## config.mk

```make
export PLATFORM = sky130hd
export DESIGN_NAME = sar_clock_sequencer
export DESIGN_NICKNAME = d
export VERILOG_FILES = /design/src/rtl/sar_seq_pkg.sv /design/src/rtl/sar_seq_edge.sv /design/src/rtl/sar_seq_datapath.sv /design/src/rtl/sar_seq_control.sv /design/src/rtl/sar_clock_sequencer.sv
export SDC_FILE = /design/constraint.sdc
export NUM_CORES = 1
export LEC_CHECK = 0
export ABC_AREA = 1
export BUFFER_PORTS_ARGS = -buffer_cell sky130_fd_sc_hd__buf_4
export CAP_MARGIN = 20
export CORE_UTILIZATION = 57
export DETAILED_ROUTE_END_ITERATION = 10
export PLACE_DENSITY = 0.85
export SLEW_MARGIN = 20
export SYNTH_ARGS = -nofsm -noshare
export SYNTH_HDL_FRONTEND = slang
export SYNTH_SLANG_ARGS = --single-unit
```

## constraint.sdc

```tcl
create_clock -name clk -period 2 [get_ports clk]
set_input_delay 0 -clock clk [delete_from_list [all_inputs] [get_ports clk]]
set_output_delay 0 -clock clk [all_outputs]
set_load 0.005 [all_outputs]
```

## src/rtl/sar_seq_pkg.sv

```systemverilog
package sar_seq_pkg;

  typedef enum logic [1:0] {
    PH_ACQ   = 2'd0,
    PH_ARMED = 2'd1,
    PH_CONV  = 2'd2
  } seqPhase_t;

  typedef struct packed {
    logic clearToggle;
    logic acqRestart;
    logic cntLoad;
    logic cntInc;
    logic chanLoad;
    logic chanAdvance;
    logic srcUpdate;
  } seqStrobes_t;

endpackage

```

## src/rtl/sar_seq_edge.sv

```systemverilog
module sar_seq_edge #(
  parameter bit IDLE_HIGH = 1'b0,
  parameter bit FALLING   = 1'b0
) (
  input  logic clk,
  input  logic rstN,
  input  logic din,
  output logic pulse
);

  logic prevQ;

  always_ff @(posedge clk or negedge rstN) begin
    if (!rstN) prevQ <= IDLE_HIGH;
    else       prevQ <= din;
  end

  generate
    if (FALLING) begin : g_fall
      assign pulse = prevQ & ~din;
    end else begin : g_rise
      assign pulse = din & ~prevQ;
    end
  endgenerate

endmodule

```

## src/rtl/sar_seq_datapath.sv

```systemverilog
module sar_seq_datapath
  import sar_seq_pkg::*;
#(
  parameter int CONV_CYCLES = 18,
  parameter int ACQ_MIN     = 3,
  parameter int NUM_CH      = 8,
  localparam int CH_W  = (NUM_CH > 1) ? $clog2(NUM_CH) : 1,
  localparam int ACQ_W = $clog2(ACQ_MIN + 1),
  localparam int CNT_W = $clog2(CONV_CYCLES + 1)
) (
  input  logic            clk,
  input  logic            rstN,
  input  logic            sclkIn,
  input  logic            oscIn,
  input  logic            startN,
  input  logic            srcSelSerial,
  input  logic [CH_W-1:0] cmdChannel,
  input  seqStrobes_t     strobes,
  input  logic            oscEnable,
  output logic            cclkTick,
  output logic            startFall,
  output logic            acqMet,
  output logic            convLast,
  output logic            convClk,
  output logic [CH_W-1:0] channel
);

  localparam int NUM_EDGE = 3;

  logic [NUM_EDGE-1:0] rawIn;
  logic [NUM_EDGE-1:0] edgeHit;
  logic sclkRise, oscRise;
  logic srcSerialQ;
  logic toggleQ;
  logic [ACQ_W-1:0] acqCnt;
  logic [CNT_W-1:0] convCnt;
  logic [CH_W-1:0]  chanQ;

  // index 0: serial clock, 1: oscillator, 2: active-low start
  assign rawIn = {startN, oscIn, sclkIn};

  for (genvar i = 0; i < NUM_EDGE; i++) begin : g_edge
    localparam bit IS_START = (i == NUM_EDGE - 1);
    sar_seq_edge #(
      .IDLE_HIGH(IS_START),
      .FALLING  (IS_START)
    ) u_edge (
      .clk  (clk),
      .rstN (rstN),
      .din  (rawIn[i]),
      .pulse(edgeHit[i])
    );
  end

  assign sclkRise  = edgeHit[0];
  assign oscRise   = edgeHit[1];
  assign startFall = edgeHit[2];

  // clock source is captured only while sampling
  always_ff @(posedge clk or negedge rstN) begin
    if (!rstN)                  srcSerialQ <= 1'b0;
    else if (strobes.srcUpdate) srcSerialQ <= srcSelSerial;
  end

  // divide-by-two flop on the serial clock
  always_ff @(posedge clk or negedge rstN) begin
    if (!rstN)                        toggleQ <= 1'b0;
    else if (strobes.clearToggle)     toggleQ <= 1'b0;
    else if (srcSerialQ && sclkRise)  toggleQ <= ~toggleQ;
  end

  // one tick per conversion-clock rising edge
  assign cclkTick = srcSerialQ ? (sclkRise & ~toggleQ) : oscRise;
  assign convClk  = srcSerialQ ? toggleQ : (oscIn & oscEnable);

  // saturating sampling-time counter
  always_ff @(posedge clk or negedge rstN) begin
    if (!rstN)                                           acqCnt <= '0;
    else if (strobes.acqRestart)                         acqCnt <= '0;
    else if (cclkTick && (acqCnt != ACQ_W'(ACQ_MIN)))    acqCnt <= acqCnt + 1'b1;
  end
  assign acqMet = (acqCnt == ACQ_W'(ACQ_MIN));

  // conversion period counter, 1..CONV_CYCLES
  always_ff @(posedge clk or negedge rstN) begin
    if (!rstN)               convCnt <= '0;
    else if (strobes.cntLoad) convCnt <= CNT_W'(1);
    else if (strobes.cntInc)  convCnt <= convCnt + 1'b1;
  end
  assign convLast = (convCnt == CNT_W'(CONV_CYCLES));

  // channel register
  always_ff @(posedge clk or negedge rstN) begin
    if (!rstN)                    chanQ <= '0;
    else if (strobes.chanLoad)    chanQ <= cmdChannel;
    else if (strobes.chanAdvance) chanQ <= (chanQ == CH_W'(NUM_CH - 1)) ? '0 : chanQ + 1'b1;
  end
  assign channel = chanQ;

  assert_toggle_follows_sclk_R1: assert property (@(posedge clk) disable iff (!rstN)
    (srcSerialQ && sclkRise && !strobes.clearToggle) |=> (toggleQ != $past(toggleQ)));

  assert_toggle_cleared_R10: assert property (@(posedge clk) disable iff (!rstN)
    strobes.clearToggle |=> !toggleQ);

  assert_src_frozen_R9: assert property (@(posedge clk) disable iff (!rstN)
    !strobes.srcUpdate |=> $stable(srcSerialQ));

  assert_count_bounded_R2: assert property (@(posedge clk) disable iff (!rstN)
    convCnt <= CNT_W'(CONV_CYCLES));

endmodule

```

## src/rtl/sar_seq_control.sv

```systemverilog
module sar_seq_control
  import sar_seq_pkg::*;
(
  input  logic        clk,
  input  logic        rstN,
  input  logic        cclkTick,
  input  logic        startFall,
  input  logic        acqMet,
  input  logic        convLast,
  input  logic        cmdWrite,
  input  logic        chanSeqAuto,
  input  logic        autoMode,
  output seqStrobes_t strobes,
  output logic        busy,
  output logic        sampling,
  output logic        convDone,
  output logic        oscEnable
);

  seqPhase_t state, nextState;
  logic pendingQ, nextPend;
  logic finish;
  logic cmdTake;
  logic goArm;

  always_comb begin
    strobes   = '0;
    nextState = state;
    nextPend  = pendingQ;
    finish    = 1'b0;
    cmdTake   = 1'b0;
    goArm     = 1'b0;
    unique case (state)
      PH_ACQ: begin
        strobes.srcUpdate  = 1'b1;
        cmdTake            = cmdWrite & ~chanSeqAuto;
        strobes.chanLoad   = cmdTake;
        strobes.acqRestart = cmdTake;
        goArm              = (pendingQ | startFall) & acqMet & ~cmdTake;
        nextPend           = (pendingQ | startFall) & ~goArm;
        if (goArm) begin
          nextState           = PH_ARMED;
          strobes.clearToggle = 1'b1;
        end
      end
      PH_ARMED: begin
        if (cclkTick) begin
          nextState       = PH_CONV;
          strobes.cntLoad = 1'b1;
        end
      end
      PH_CONV: begin
        if (cclkTick) begin
          if (convLast) begin
            nextState           = PH_ACQ;
            finish              = 1'b1;
            strobes.acqRestart  = 1'b1;
            strobes.chanAdvance = chanSeqAuto;
          end else begin
            strobes.cntInc = 1'b1;
          end
        end
      end
      default: nextState = PH_ACQ;
    endcase
  end

  always_ff @(posedge clk or negedge rstN) begin
    if (!rstN) begin
      state    <= PH_ACQ;
      pendingQ <= 1'b0;
      convDone <= 1'b0;
    end else begin
      state    <= nextState;
      pendingQ <= nextPend;
      convDone <= finish;
    end
  end

  assign busy      = (state == PH_CONV);
  assign sampling  = (state == PH_ACQ);
  assign oscEnable = autoMode | (state != PH_ACQ);

  assert_arm_needs_acq_R3: assert property (@(posedge clk) disable iff (!rstN)
    ((state == PH_ARMED) && $past(state == PH_ACQ)) |-> $past(acqMet));

  assert_busy_on_tick_R7: assert property (@(posedge clk) disable iff (!rstN)
    $rose(busy) |-> $past(cclkTick));

  assert_done_single_R7: assert property (@(posedge clk) disable iff (!rstN)
    convDone |=> !convDone);

  assert_done_with_fall_R7: assert property (@(posedge clk) disable iff (!rstN)
    convDone |-> (!busy && $past(busy)));

  assert_no_pending_busy_R8: assert property (@(posedge clk) disable iff (!rstN)
    (state != PH_ACQ) |-> !pendingQ);

endmodule

```

## src/rtl/sar_clock_sequencer.sv

```systemverilog
module sar_clock_sequencer
  import sar_seq_pkg::*;
#(
  parameter int CONV_CYCLES = 18,
  parameter int ACQ_MIN     = 3,
  parameter int NUM_CH      = 8,
  localparam int CH_W = (NUM_CH > 1) ? $clog2(NUM_CH) : 1
) (
  input  logic            clk,
  input  logic            rstN,
  input  logic            sclkIn,
  input  logic            oscIn,
  input  logic            startN,
  input  logic            srcSelSerial,
  input  logic            autoMode,
  input  logic            chanSeqAuto,
  input  logic            cmdWrite,
  input  logic [CH_W-1:0] cmdChannel,
  output logic            convClk,
  output logic            oscEnable,
  output logic            busy,
  output logic            sampling,
  output logic            convDone,
  output logic [CH_W-1:0] channel
);

  seqStrobes_t strobes;
  logic cclkTick, startFall, acqMet, convLast;

  sar_seq_control u_control (
    .clk        (clk),
    .rstN       (rstN),
    .cclkTick   (cclkTick),
    .startFall  (startFall),
    .acqMet     (acqMet),
    .convLast   (convLast),
    .cmdWrite   (cmdWrite),
    .chanSeqAuto(chanSeqAuto),
    .autoMode   (autoMode),
    .strobes    (strobes),
    .busy       (busy),
    .sampling   (sampling),
    .convDone   (convDone),
    .oscEnable  (oscEnable)
  );

  sar_seq_datapath #(
    .CONV_CYCLES(CONV_CYCLES),
    .ACQ_MIN    (ACQ_MIN),
    .NUM_CH     (NUM_CH)
  ) u_datapath (
    .clk         (clk),
    .rstN        (rstN),
    .sclkIn      (sclkIn),
    .oscIn       (oscIn),
    .startN      (startN),
    .srcSelSerial(srcSelSerial),
    .cmdChannel  (cmdChannel),
    .strobes     (strobes),
    .oscEnable   (oscEnable),
    .cclkTick    (cclkTick),
    .startFall   (startFall),
    .acqMet      (acqMet),
    .convLast    (convLast),
    .convClk     (convClk),
    .channel     (channel)
  );

  assert_osc_while_busy_R4: assert property (@(posedge clk) disable iff (!rstN)
    busy |-> oscEnable);

  assert_chan_steady_busy_R11: assert property (@(posedge clk) disable iff (!rstN)
    (busy && $past(busy)) |-> $stable(channel));

  assert_phase_exclusive_R7: assert property (@(posedge clk) disable iff (!rstN)
    $onehot0({busy, sampling}));

endmodule

```

==> results.md <==
- Status: completed
- Post-CTS setup repair buffer count: 0
- Share of the clock period used by the worst path: 73.8%
- Post-layout util: 76.2%
- Placement row count: 15
- Maximum clock insertion buffer count: 2
- Total of cells resized after clock tree synthesis: 0
- Die height: between 40 and 50 um
- Cell types occupying the most area after synthesis: sky130_fd_sc_hd__dfrtp_1 (39%), sky130_fd_sc_hd__nand2_1 (10%), sky130_fd_sc_hd__nand3_1 (6.9%)
- Clock transition at path regs: 100 ps
- Share of cells above drive strength 1: about 28%
- Post-synth top flop: sky130_fd_sc_hd__dfrtp_1
- Most used routing layer in global routing: met2
- Maximum vdd ir drop: 0.000628 V
- Crit path capture: convClk
- Unrepaired setup endpoints after global routing: false
- Non-Filler Instances: 191
- Met1 capacity usage during global routing: 28.6%
- Met2 demand-to-capacity share in global routing: approximately 44%
- Tmin final: 1480 ps
- Routability congestion estimate from global placement: 0.798
- Mean instance size in the synthesized netlist: 8.32 um2
- Startpoint class of the critical path: register
- Wire length reported by the detailed router: 2350 um
- Slew Limit Headroom: slightly above 80%
- Top cell type by total area after synthesis: sky130_fd_sc_hd__dfrtp_1
- # placed instances: 182
- Final ANT Viol Nets: 0
- Post-synth EDFFs: 0
- Number of buffers created by CTS: 3
- Horizontal extent of the die: 47.2 um
- Power per unit of standard cell area: approximately 1200 nW/um2
- # H-tree levels: 1
- Overall die area: about 2200 um2
- Worst setup slack for register-to-register paths: 560 ps
- Crit Reg-Reg Endpoint: u_datapath.acqCnt[1]
- Post-DR wirelength/cell: between 10 and 15 um
- Total global routing overflow: 0
- Count of antenna diodes in the layout: 0
- Endpoint type of the worst setup path: output port
- Maximum number of pins on one net before global-route repair: 20
- GRT Overall Usage: 24.6%
- Cell chosen for the clock root: sky130_fd_sc_hd__clkbuf_4
- Flops & latches, synth: 19
- Number of global-route vias before repair: 905
- Combined area of all synthesized cells: 1160 um2
- Commonest cells in the netlist: sky130_fd_sc_hd__nand2_1 (32), sky130_fd_sc_hd__inv_1 (20), sky130_fd_sc_hd__dfrtp_1 (18)
- Number of library cell types mapped by synthesis: 24
- Area fraction of the dominant cell type after synthesis: between 30 and 40%
- Initial core utilization: 64.0%
- Placed instance area: 1310 um2
- Via/cell ratio: around 5.3
- Fraction of registers with async set/reset: 100%
- Worst clock skew on the final layout: 5.70 ps
- Startpoint of the worst register-to-register path: u_datapath.convCnt[0]
- Met3 demand-to-capacity share in global routing: 3.85%
- Antenna violations before repair: 0
- Maximum frequency from static timing analysis: 677 MHz
- Post-Syn Instances: 140
- Yosys Warn Count: 0
- Final number of hold-violating endpoints: 0
- Number of fillers in the final layout: 133
- Quantity of I/O buffers inserted on ports: 19
- Max-slew violation count: 0
- Hold WC Path Type: in -> reg
- Setup tns final: 0 ps
- Insertion delay to the later sink of the worst-skew pair: ~300 ps
- DRC violation count after routing: 0
- Cell with the most instances after synthesis: sky130_fd_sc_hd__nand2_1
- Drt initial violations: 37
- Final setup violation count: 0
- Count of clock tree sinks: 19
- Leakage power of the design: 0.000774 uW
- Final standard cell area without fillers: 1390 um2
- Number of iterations in the first detailed-routing pass: 4
- Crit path DAT: roughly 1500 ps
- Area overhead of the layout relative to synthesis: 19.1%
- Clock tree from TritonCTS: built
- Required @ worst endpoint: roughly 2000 ps
- Via count of the routed design: 1021
- Placeable Area: 1820 um2
- Syn nets: roughly 160
- Critical path type: reg -> out
- Transition at the pin with the smallest max-transition slack: 285 ps
- Number of I/O pins: 20
- Number of max-cap violations: 0
- Highest fanout seen on the critical path: 9
- Wire length of the first global-routing pass: approximately 3700 um
- Post-detailed-placement half-perimeter wirelength: roughly 1800 um
- Count of cells along the worst register-to-register path: 7
- Startpoint of the most critical setup path: u_control.state[1]
- Net total in the final layout: 184
- Sequential area share after synthesis: 40.9%
-- cells by family after synthesis --
family | count (synthesis) | share of synthesized area, %
and+or+nand+nor | 81 | 39.0
adders and majority gates | 5 | 5.37
DFF | 19 | 40.9
AOI/OAI and AO/OA | 10 | 4.51
xor gates and xnor gates | 1 | 0.752
buffers and inverters | 24 | 9.45
-- worst min-delay path by stage --
stage,startpoint,endpoint,slack [ps],cells after the start
after detailed placement,rstN,u_datapath.convCnt[2],-110,1
after global placement,rstN,u_datapath.convCnt[2],-110,1
after CTS,cmdChannel[0],u_datapath.channel[0],6,4
final,cmdChannel[0],u_datapath.channel[0],8,4
after global routing,cmdChannel[0],u_datapath.channel[0],10,4
after floorplan,rstN,u_control.convDone,-300,0
-- flip-flops by register name (all words and copies together) (netlist names) --
| name | flops |
|---|---|
| u_datapath.acqCnt | 2 |
| u_datapath.g_edge.u_edge.prevQ | 3 |
| u_datapath.channel | 3 |
| u_datapath.convCnt | 5 |
| u_datapath.toggleQ | 1 |
| u_control.state | 2 |
| u_datapath.srcSerialQ | 1 |
| u_control.convDone | 1 |
| u_control.pendingQ | 1 |
-- timing repair --
item                                   CTS  global route
endpoints found under the hold margin   23             0
setup endpoints to repair                0             0
hold buffers                             5             0
-- metrics by stage --
stage	total power (uW)	worst slack, ps	hold WS (ps)
CTS	1630	516	6.29
detailed placement	1430	567	-111
global route	1770	377	10.2
floorplan	1180	751	-296
finish	1620	524	8.05
global placement	1380	647	-112
-- placed cells by master, fill, tap and decap left out, types with 4 or more instances in the layout --
| cell | netlist | final |
|---|---|---|
| sky130_fd_sc_hd__nand2_1 | 32 | 32 |
| sky130_fd_sc_hd__inv_1 | 20 | 20 |
| sky130_fd_sc_hd__buf_4 | 1 | 19 |
| sky130_fd_sc_hd__dfrtp_1 | 18 | 18 |
| sky130_fd_sc_hd__nand3_1 | 16 | 16 |
| sky130_fd_sc_hd__nand2_2 | 8 | 8 |
| sky130_fd_sc_hd__nand4_1 | 6 | 6 |
| sky130_fd_sc_hd__o21ai_0 | 6 | 6 |
| sky130_fd_sc_hd__ha_1 | 5 | 5 |
| sky130_fd_sc_hd__dlygate4sd3_1 | 0 | 5 |
| sky130_fd_sc_hd__nor2_2 | 4 | 4 |
| sky130_fd_sc_hd__nand3_2 | 4 | 4 |
-- area by class of cell --
type                       count  area (um2)  share of cell area (%)
clock buffer                   4        26.3                    1.89
timing repair buffer          24         193                    13.9
inverter                      22        82.6                    5.95
tap                           25        31.3                    2.25
sequential                    19         477                    34.4
multi-input combinational     97         578                    41.7
-- critical path, stage by stage, from the launching register on --
cell	delay, ps
sky130_fd_sc_hd__dfrtp_1	440
sky130_fd_sc_hd__nor2_4	220
sky130_fd_sc_hd__inv_1	90
sky130_fd_sc_hd__nor2_1	90
sky130_fd_sc_hd__inv_1	60
sky130_fd_sc_hd__nand3_1	60
sky130_fd_sc_hd__o21ai_0	80
sky130_fd_sc_hd__buf_4	140
-- metal layers --
metal | share of wire (%) | vias to the layer above | wire length (um)
li1 | - | 503 | -
met1 | 41 | 465 | 962
met2 | 51 | 44 | 1210
met3 | 5.3 | 9 | 125
met4 | 2.5 | 0 | 59
met5 | 0 | - | 0
-- report_power, final --
part           internal [uW]  total [uW]  switching [uW]
combinational            335         789             454
clock                   77.8         193             115
sequential               508         635             128
total                    920        1620             697
No activity file was read; power rests on OpenSTA's default activity.
